## config.mk

```make
export PLATFORM = sky130hd
export DESIGN_NAME = rx_ring_pager
export DESIGN_NICKNAME = d
export VERILOG_FILES = /design/src/rtl/rxr_pkg.sv /design/src/rtl/rxr_page_next.sv /design/src/rtl/rxr_hdr_mux.sv /design/src/rtl/rx_ring_pager.sv
export SDC_FILE = /design/constraint.sdc
export NUM_CORES = 1
export LEC_CHECK = 0
export ABC_AREA = 1
export BUFFER_PORTS_ARGS = -buffer_cell sky130_fd_sc_hd__buf_4
export CAP_MARGIN = 20
export CORE_AREA = 2 2 102 104
export CTS_CLUSTER_DIAMETER = 150
export DETAILED_ROUTE_END_ITERATION = 16
export DIE_AREA = 0 0 104 106
export PLACE_DENSITY = 0.87
export RECOVER_POWER = 100
export SLEW_MARGIN = 20
export SYNTH_ARGS = -nofsm -noshare
export SYNTH_HDL_FRONTEND = slang
export SYNTH_SLANG_ARGS = --single-unit
```

## constraint.sdc

```tcl
create_clock -name clk -period 6.37 [get_ports clk]
set_clock_uncertainty 0.2 [all_clocks]
set_input_delay 0.637 -clock clk [delete_from_list [all_inputs] [get_ports clk]]
set_output_delay 0.637 -clock clk [all_outputs]
set_load 0.05 [all_outputs]
```

## src/rtl/rxr_pkg.sv

```systemverilog
package rxr_pkg;
  typedef enum logic [1:0] {
    ST_IDLE,
    ST_RECV,
    ST_DROP,
    ST_HDR
  } rxr_state_e;

  // bytes reserved in front of every stored packet
  localparam int HDR_BYTES = 4;
endpackage

```

## src/rtl/rxr_page_next.sv

```systemverilog
// Page successor inside the ring: stop page folds back to start page.
module rxr_page_next #(
  parameter int PAGE_W = 8
) (
  input  logic [PAGE_W-1:0] pg,
  input  logic [PAGE_W-1:0] start_pg,
  input  logic [PAGE_W-1:0] stop_pg,
  output logic [PAGE_W-1:0] nxt
);
  logic [PAGE_W-1:0] inc;

  assign inc = pg + PAGE_W'(1);
  assign nxt = (inc == stop_pg) ? start_pg : inc;
endmodule

```

## src/rtl/rxr_hdr_mux.sv

```systemverilog
// Selects the header byte for slot idx: status, link page, count lo, count hi.
module rxr_hdr_mux #(
  parameter int DATA_W = 8,
  parameter int PAGE_W = 8,
  parameter int CNT_W  = 16
) (
  input  logic [1:0]        idx,
  input  logic [DATA_W-1:0] status,
  input  logic [PAGE_W-1:0] link_pg,
  input  logic [CNT_W-1:0]  body_cnt,
  output logic [DATA_W-1:0] hbyte
);
  logic [CNT_W-1:0] total;

  assign total = body_cnt + CNT_W'(rxr_pkg::HDR_BYTES);

  always_comb begin
    case (idx)
      2'd0:    hbyte = status;
      2'd1:    hbyte = DATA_W'(link_pg);
      2'd2:    hbyte = total[DATA_W-1:0];
      default: hbyte = total[2*DATA_W-1:DATA_W];
    endcase
  end
endmodule

```

## src/rtl/rx_ring_pager.sv

```systemverilog
module rx_ring_pager #(
  parameter int PAGE_W = 8,
  parameter int OFF_W  = 8,
  parameter int DATA_W = 8,
  parameter int CNT_W  = 16
) (
  input  logic                      clk,
  input  logic                      rst,
  input  logic [PAGE_W-1:0]         cfg_start_pg,
  input  logic [PAGE_W-1:0]         cfg_stop_pg,
  input  logic [PAGE_W-1:0]         cfg_bnd_pg,
  input  logic                      cfg_monitor,
  input  logic                      rx_sop,
  input  logic                      rx_vld,
  input  logic [DATA_W-1:0]         rx_data,
  input  logic                      rx_eop,
  input  logic                      rx_good,
  input  logic [DATA_W-1:0]         rx_status,
  output logic                      mem_we,
  output logic [PAGE_W+OFF_W-1:0]   mem_addr,
  output logic [DATA_W-1:0]         mem_wdata,
  output logic [PAGE_W-1:0]         cur_pg,
  output logic                      pkt_done,
  output logic                      pkt_missed,
  output logic                      ovw_evt,
  output logic                      ring_halt
);
  import rxr_pkg::*;

  localparam int ADDR_W = PAGE_W + OFF_W;
  localparam logic [OFF_W-1:0] BODY_OFF = OFF_W'(HDR_BYTES);

  rxr_state_e        state;
  logic [PAGE_W-1:0] wr_pg, wr_step, end_pg, link_q, bnd_q;
  logic [OFF_W-1:0]  wr_off;
  logic [CNT_W-1:0]  body_cnt;
  logic [1:0]        hdr_idx;
  logic [DATA_W-1:0] status_q, hdr_byte;
  logic              hit_bnd;

  rxr_page_next #(.PAGE_W(PAGE_W)) u_step (
    .pg(wr_pg), .start_pg(cfg_start_pg), .stop_pg(cfg_stop_pg), .nxt(wr_step)
  );

  rxr_hdr_mux #(.DATA_W(DATA_W), .PAGE_W(PAGE_W), .CNT_W(CNT_W)) u_hdr (
    .idx(hdr_idx), .status(status_q), .link_pg(link_q),
    .body_cnt(body_cnt), .hbyte(hdr_byte)
  );

  // page holding the next packet: round the write pointer up to a page
  assign end_pg  = (wr_off == '0) ? wr_pg : wr_step;
  // first byte of a fresh page would land in host-owned space
  assign hit_bnd = (wr_off == '0) && (wr_pg == cfg_bnd_pg);

  always_ff @(posedge clk) begin
    if (rst) begin
      state      <= ST_IDLE;
      cur_pg     <= cfg_start_pg;
      wr_pg      <= '0;
      wr_off     <= '0;
      body_cnt   <= '0;
      hdr_idx    <= '0;
      link_q     <= '0;
      status_q   <= '0;
      bnd_q      <= cfg_bnd_pg;
      mem_we     <= 1'b0;
      mem_addr   <= '0;
      mem_wdata  <= '0;
      pkt_done   <= 1'b0;
      pkt_missed <= 1'b0;
      ovw_evt    <= 1'b0;
      ring_halt  <= 1'b0;
    end else begin
      mem_we     <= 1'b0;
      pkt_done   <= 1'b0;
      pkt_missed <= 1'b0;
      ovw_evt    <= 1'b0;
      bnd_q      <= cfg_bnd_pg;
      if (cfg_bnd_pg != bnd_q) ring_halt <= 1'b0;

      case (state)
        ST_IDLE: begin
          if (rx_sop) begin
            if (cfg_monitor || ring_halt) begin
              pkt_missed <= 1'b1;
              state      <= ST_DROP;
            end else if (cur_pg == cfg_bnd_pg) begin
              ovw_evt    <= 1'b1;
              ring_halt  <= 1'b1;
              pkt_missed <= 1'b1;
              state      <= ST_DROP;
            end else begin
              wr_pg    <= cur_pg;
              wr_off   <= BODY_OFF;
              body_cnt <= '0;
              state    <= ST_RECV;
            end
          end
        end
        ST_RECV: begin
          if (rx_eop) begin
            if (rx_good) begin
              link_q   <= end_pg;
              status_q <= rx_status;
              hdr_idx  <= '0;
              state    <= ST_HDR;
            end else begin
              state <= ST_IDLE;
            end
          end else if (rx_vld) begin
            if (hit_bnd) begin
              ovw_evt    <= 1'b1;
              ring_halt  <= 1'b1;
              pkt_missed <= 1'b1;
              state      <= ST_DROP;
            end else begin
              mem_we    <= 1'b1;
              mem_addr  <= {wr_pg, wr_off};
              mem_wdata <= rx_data;
              wr_off    <= wr_off + OFF_W'(1);
              if (&wr_off) wr_pg <= wr_step;
              body_cnt  <= body_cnt + CNT_W'(1);
            end
          end
        end
        ST_DROP: begin
          if (rx_eop) state <= ST_IDLE;
        end
        default: begin
          mem_we    <= 1'b1;
          mem_addr  <= {cur_pg, OFF_W'(hdr_idx)};
          mem_wdata <= hdr_byte;
          hdr_idx   <= hdr_idx + 2'd1;
          if (hdr_idx == 2'd3) begin
            cur_pg   <= link_q;
            pkt_done <= 1'b1;
            state    <= ST_IDLE;
          end
        end
      endcase
    end
  end

  // ---------------- assertions ----------------
  AST_WR_INSIDE_RING: assert property (@(posedge clk) disable iff (rst)
    mem_we |-> (mem_addr[ADDR_W-1:OFF_W] >= cfg_start_pg) &&
               (mem_addr[ADDR_W-1:OFF_W] <  cfg_stop_pg));

  AST_NO_BND_WRITE: assert property (@(posedge clk) disable iff (rst)
    mem_we |-> (mem_addr[ADDR_W-1:OFF_W] != cfg_bnd_pg));

  AST_CUR_MOVES_ON_DONE: assert property (@(posedge clk) disable iff (rst)
    (cur_pg != $past(cur_pg)) |-> pkt_done);

  AST_DONE_NOT_MISSED: assert property (@(posedge clk) disable iff (rst)
    !(pkt_done && pkt_missed));

  AST_MONITOR_NO_STORE: assert property (@(posedge clk) disable iff (rst)
    (state == ST_IDLE && rx_sop && cfg_monitor) |=> (state == ST_DROP) && !mem_we);

  AST_OVW_HALTS: assert property (@(posedge clk) disable iff (rst)
    ovw_evt |=> ring_halt || (cfg_bnd_pg != $past(cfg_bnd_pg)));

  AST_HALT_BLOCKS_WRITE: assert property (@(posedge clk) disable iff (rst)
    (state == ST_IDLE && rx_sop && ring_halt) |=> pkt_missed);
endmodule

```

==> results by stage <==
Floorplan:
- After floorplanning, the core was sized to cover approximately 10000 um2.
- In this run the core area contains 37 standard-cell rows.
- The number of placed I/O pins is 84.
- The die covers roughly 11000 um2.
- The die height is approximately 110 um.
- Once the floorplan was initialized, standard cells occupied 60.9% of the core.
- The die is 104 um wide.

Logic synthesis:
- By count the netlist is led by nand2_1, nand3_1, nor2_1, dfxtp_1, inv_1.
- After synthesis, the cell types taking the most area are dfxtp_1, nand2_1, nand3_1.
- The library cell with the highest instance count after synthesis is nand2_1.
- The predominant post-synthesis flop cell is dfxtp_1.
- After synthesis the cells add up to about 6000 um2.
- The number of nets in the synthesized netlist is roughly 950.
- A synthesized cell averages between 6 and 7 um2.
- In the synthesized netlist the async set-or-reset flop fraction comes to 0%.
- The post-synthesis cell type with the largest combined area is dfxtp_1.
- The cell count after synthesis came out at just under 900.
- Counting flops and latches in the post-synthesis netlist gives 97.
- The proportion of netlist area held by the largest area contributor is about 29%.
- The count of different cell masters after synthesis is 48.
- The proportion of synthesized chip area in sequential cells is approximately 33%.
- The number of flops mapped to enable cells by yosys is 8.
- The Yosys step of the flow raised 0 warnings.

Pwr:
- The switching power is 0.000750 W.
- The maximum resistive drop on vdd is about 0.00011 V.
- The power share of the combinational group is 35.8%.
- The clock network fraction of total power is 23.2%.
- Net switching is a little over two fifths of the power.
- The internal portion of total power is just over 0.001 W.
- The power per standard cell area is approximately 270 nW/um2.
- The static leakage is 2.62 nW.
- Per report_power, the sequential group accounts for 41.0% of the total.

Global route:
- The largest net degree at the start of global routing is between 50 and 60.
- Across every metal layer, demand over resource in global routing totals around 30%.
- The via count of the first global-routing pass is slightly below 6000.
- The initial antenna violation count is 0.
- The aggregate global routing overflow is 0.
- The first global-routing pass estimated between 20000 and 30000 um of wire.

STA:
- In the finished design, the share of the clock period the worst path needs comes to 73.4%.
- The worst path needs ~4.7 ns of the cycle, external delays included.
- The number of max-slew violations in the final report came to 21.
- Setup repair after global routing left no endpoint under its margin.
- The tightest slew margin relative to the limit is -44.0%.
- The summed negative setup slack over all endpoints is 0 ns.
- The total of endpoints with negative setup slack in the final report is 0.
- The final number of hold-violating endpoints came to 0.
- The achievable clock frequency is about 210 MHz.
- The slew at the pin closest to its max-slew limit is 2.16 ns.

Clocking:
- The clock passes through at most 2 buffers.
- The buffer cell driving the clock tree root is clkbuf_8.
- In this run, post-CTS repair resized a total of 0 instances.
- The clock tree synthesis step divided the H-tree into 3 levels.
- The CTS tree is built.
- The buffers inserted during post-CTS setup optimization is 0.
- The number of buffers created by CTS is 9.
- After clock tree synthesis, the clock-pin slew on the worst setup and hold paths is roughly 0.10 ns.
- For this design, the CTS-stage hold fixing added 0 buffers.
- The number of clock sinks seen by CTS is just under 100.
- At the later pin of the worst-skew pair, clock insertion delay measures 0.37 ns.

Detailed routing:
- Using the TritonRoute via totals, the vias-per-cell ratio works out to about 5.7.
- The initial detailed-routing violation count is 576.
- The first detailed-routing pass ran for 5 iterations.
- The routed design has 16700 um of wire.
- In the routed design, unresolved DRC markers number 0.
- In the final routed layout, each cell accounts on average for between 15 and 20 um.
- Once detail routing completed, the nets flagged for antenna violations numbered 0.
- The routed layout has ~6200 vias.

Cells and area:
- The final instance count without filler cells is 1094.
- The post-route netlist has 11.2% of its cells at a drive strength greater than 1.
- The area growth from synthesis to layout is 8.59%.
- The net count of the finished layout is just over 1000.
- The number of antenna diodes in the final layout is 0.

Setup path:
- Walking the worst path, the cells encountered are inv_1, nor2_8, inv_1, a21oi_1, nand2_4, o21ai_0, nor2_1.
- STA classifies the critical path startpoint as a flop.
- The slowest stage of the critical path belongs to the cell a21oi_1.
- The number of buffer and inverter instances along the worst setup path is 2.
- The maximum single-stage delay on the critical path is around 1.9 ns.
- The cell repeated most along the worst path is inv_1.
- The kind of cell with the highest combined delay along the critical path is compound AO/OA/AOI/OAI gates.
- At the worst endpoint, the required time is 6.42 ns.
- The maximum fanout along the worst path is 45.
- The critical path is of the flop to flop type.
- Data on the critical path arrives at its endpoint at about 4.7 ns.
- The worst setup path is captured at a flop.

Placement:
- At the end of routability-driven placement, the weighted congestion stood at 1.04.
- The number of instances in the placed design is between 1000 and 1500.
- Detailed placement ended at an HPWL of 12300 um.
- The count of port buffers added during placement is 83.

Outcome:
- The checks that failed: capacitance limit, slew limit.
- The run finished, with violations left.

Worst hold path:
- The class of the tightest hold or removal check is input pin to flop.

Run:
- The tool flagged a number of max-cap violations equal to 1.
[worst reg2reg max path: cells and delay by family (launching register included)]
kind	cells	cell delay, ns
buffers and inverters	2	0.81
flip-flops	1	0.42
AND/OR/NAND/NOR	3	0.92
AO/OA/AOI/OAI	2	2.22
[state kept, by name, indices dropped and copies added (netlist names), 2 cells and up]
name / flops
bnd_q: 8
wr_off: 8
link_q: 8
cur_pg: 8
state: 2
status_q: 8
mem_wdata: 8
wr_pg: 8
mem_addr: 16
body_cnt: 16
hdr_idx: 2
[layer usage]
| layer | track usage [%] | part of all wire (%) | vias to the layer above |
|---|---|---|---|
| li1 | - | - | 3056 |
| met1 | 38.5 | 41 | 2782 |
| met2 | 51.0 | 47 | 294 |
| met3 | 3.80 | 7.3 | 52 |
| met4 | 17.2 | 4.5 | 0 |
| met5 | 0 | 0 | - |
[power by group through the flow]
stage / clock, W / sequential [W] / combinational [W]
floorplan: 0 / 0.000772 / 0.000473
global placement: 0 / 0.000736 / 0.000637
detailed placement: 0 / 0.000738 / 0.000643
CTS: 0.000411 / 0.000724 / 0.000648
global route: 0.000433 / 0.000732 / 0.000702
finish: 0.000411 / 0.000727 / 0.000635
[kinds of logic after synthesis]
group | share of synthesized area (%)
buffers and inverters | 9.16
flip-flops | 33.2
XOR/XNOR | 3.88
AND/OR/NAND/NOR | 38.3
AO/OA/AOI/OAI | 13.6
adder cells (fa/ha/maj) | 1.85
[placed cells by master (no fill, tap or decap), drive strengths merged, types with 3 or more instances in the layout]
master,Yosys,final
o211ai,7,7
nor2,107,107
a21oi,67,67
clkinv,3,5
edfxtp,8,8
nand4,15,15
xnor2,6,6
a31oi,3,3
nand3,123,123
o21ai,57,57
ha,9,9
inv,81,82
xor2,21,21
nor3,19,19
nand2,226,226
buf,20,39
dfxtp,89,89
nand3b,3,3
clkbuf,17,56
a211oi,5,5
[area by class of cell]
class | count | area, um2
Multi-Input combinational cell | 677 | 3440
Sequential cell | 97 | 2020
Clock inverter | 5 | 63.8
Clock buffer | 11 | 131
Inverter | 84 | 320
Timing Repair Buffer | 84 | 462
Tap cell | 136 | 170
Fill cell | 976 | 3390
[per-stage QoR]
stage | hold slack (ns) | cell area, um2 | util (%) | worst slack (ns) | power, W
finish | 0.242 | 6610 | 66.1 | 1.69 | 0.00177
detailed placement | 0.271 | 6650 | 66.5 | 2.86 | 0.00138
floorplan | 0.248 | 6090 | - | 4.10 | 0.00124
global route | 0.249 | 6610 | 66.1 | 1.28 | 0.00187
CTS | 0.194 | 6850 | 68.5 | 2.87 | 0.00178
global placement | 0.259 | 6650 | 66.5 | 2.90 | 0.00137
[worst paths after layout]
check | endpoint | cells past startpoint | slack [ns] | from
max reg2reg | wr_off[0] | 7 | 1.69 | state[0]
min | bnd_q[3] | 1 | 0.24 | cfg_bnd_pg[3]
max | wr_off[0] | 7 | 1.69 | state[0]
min reg2reg | link_q[3] | 2 | 0.28 | link_q[3]
Note: power is estimated with default switching activity, not from simulation.
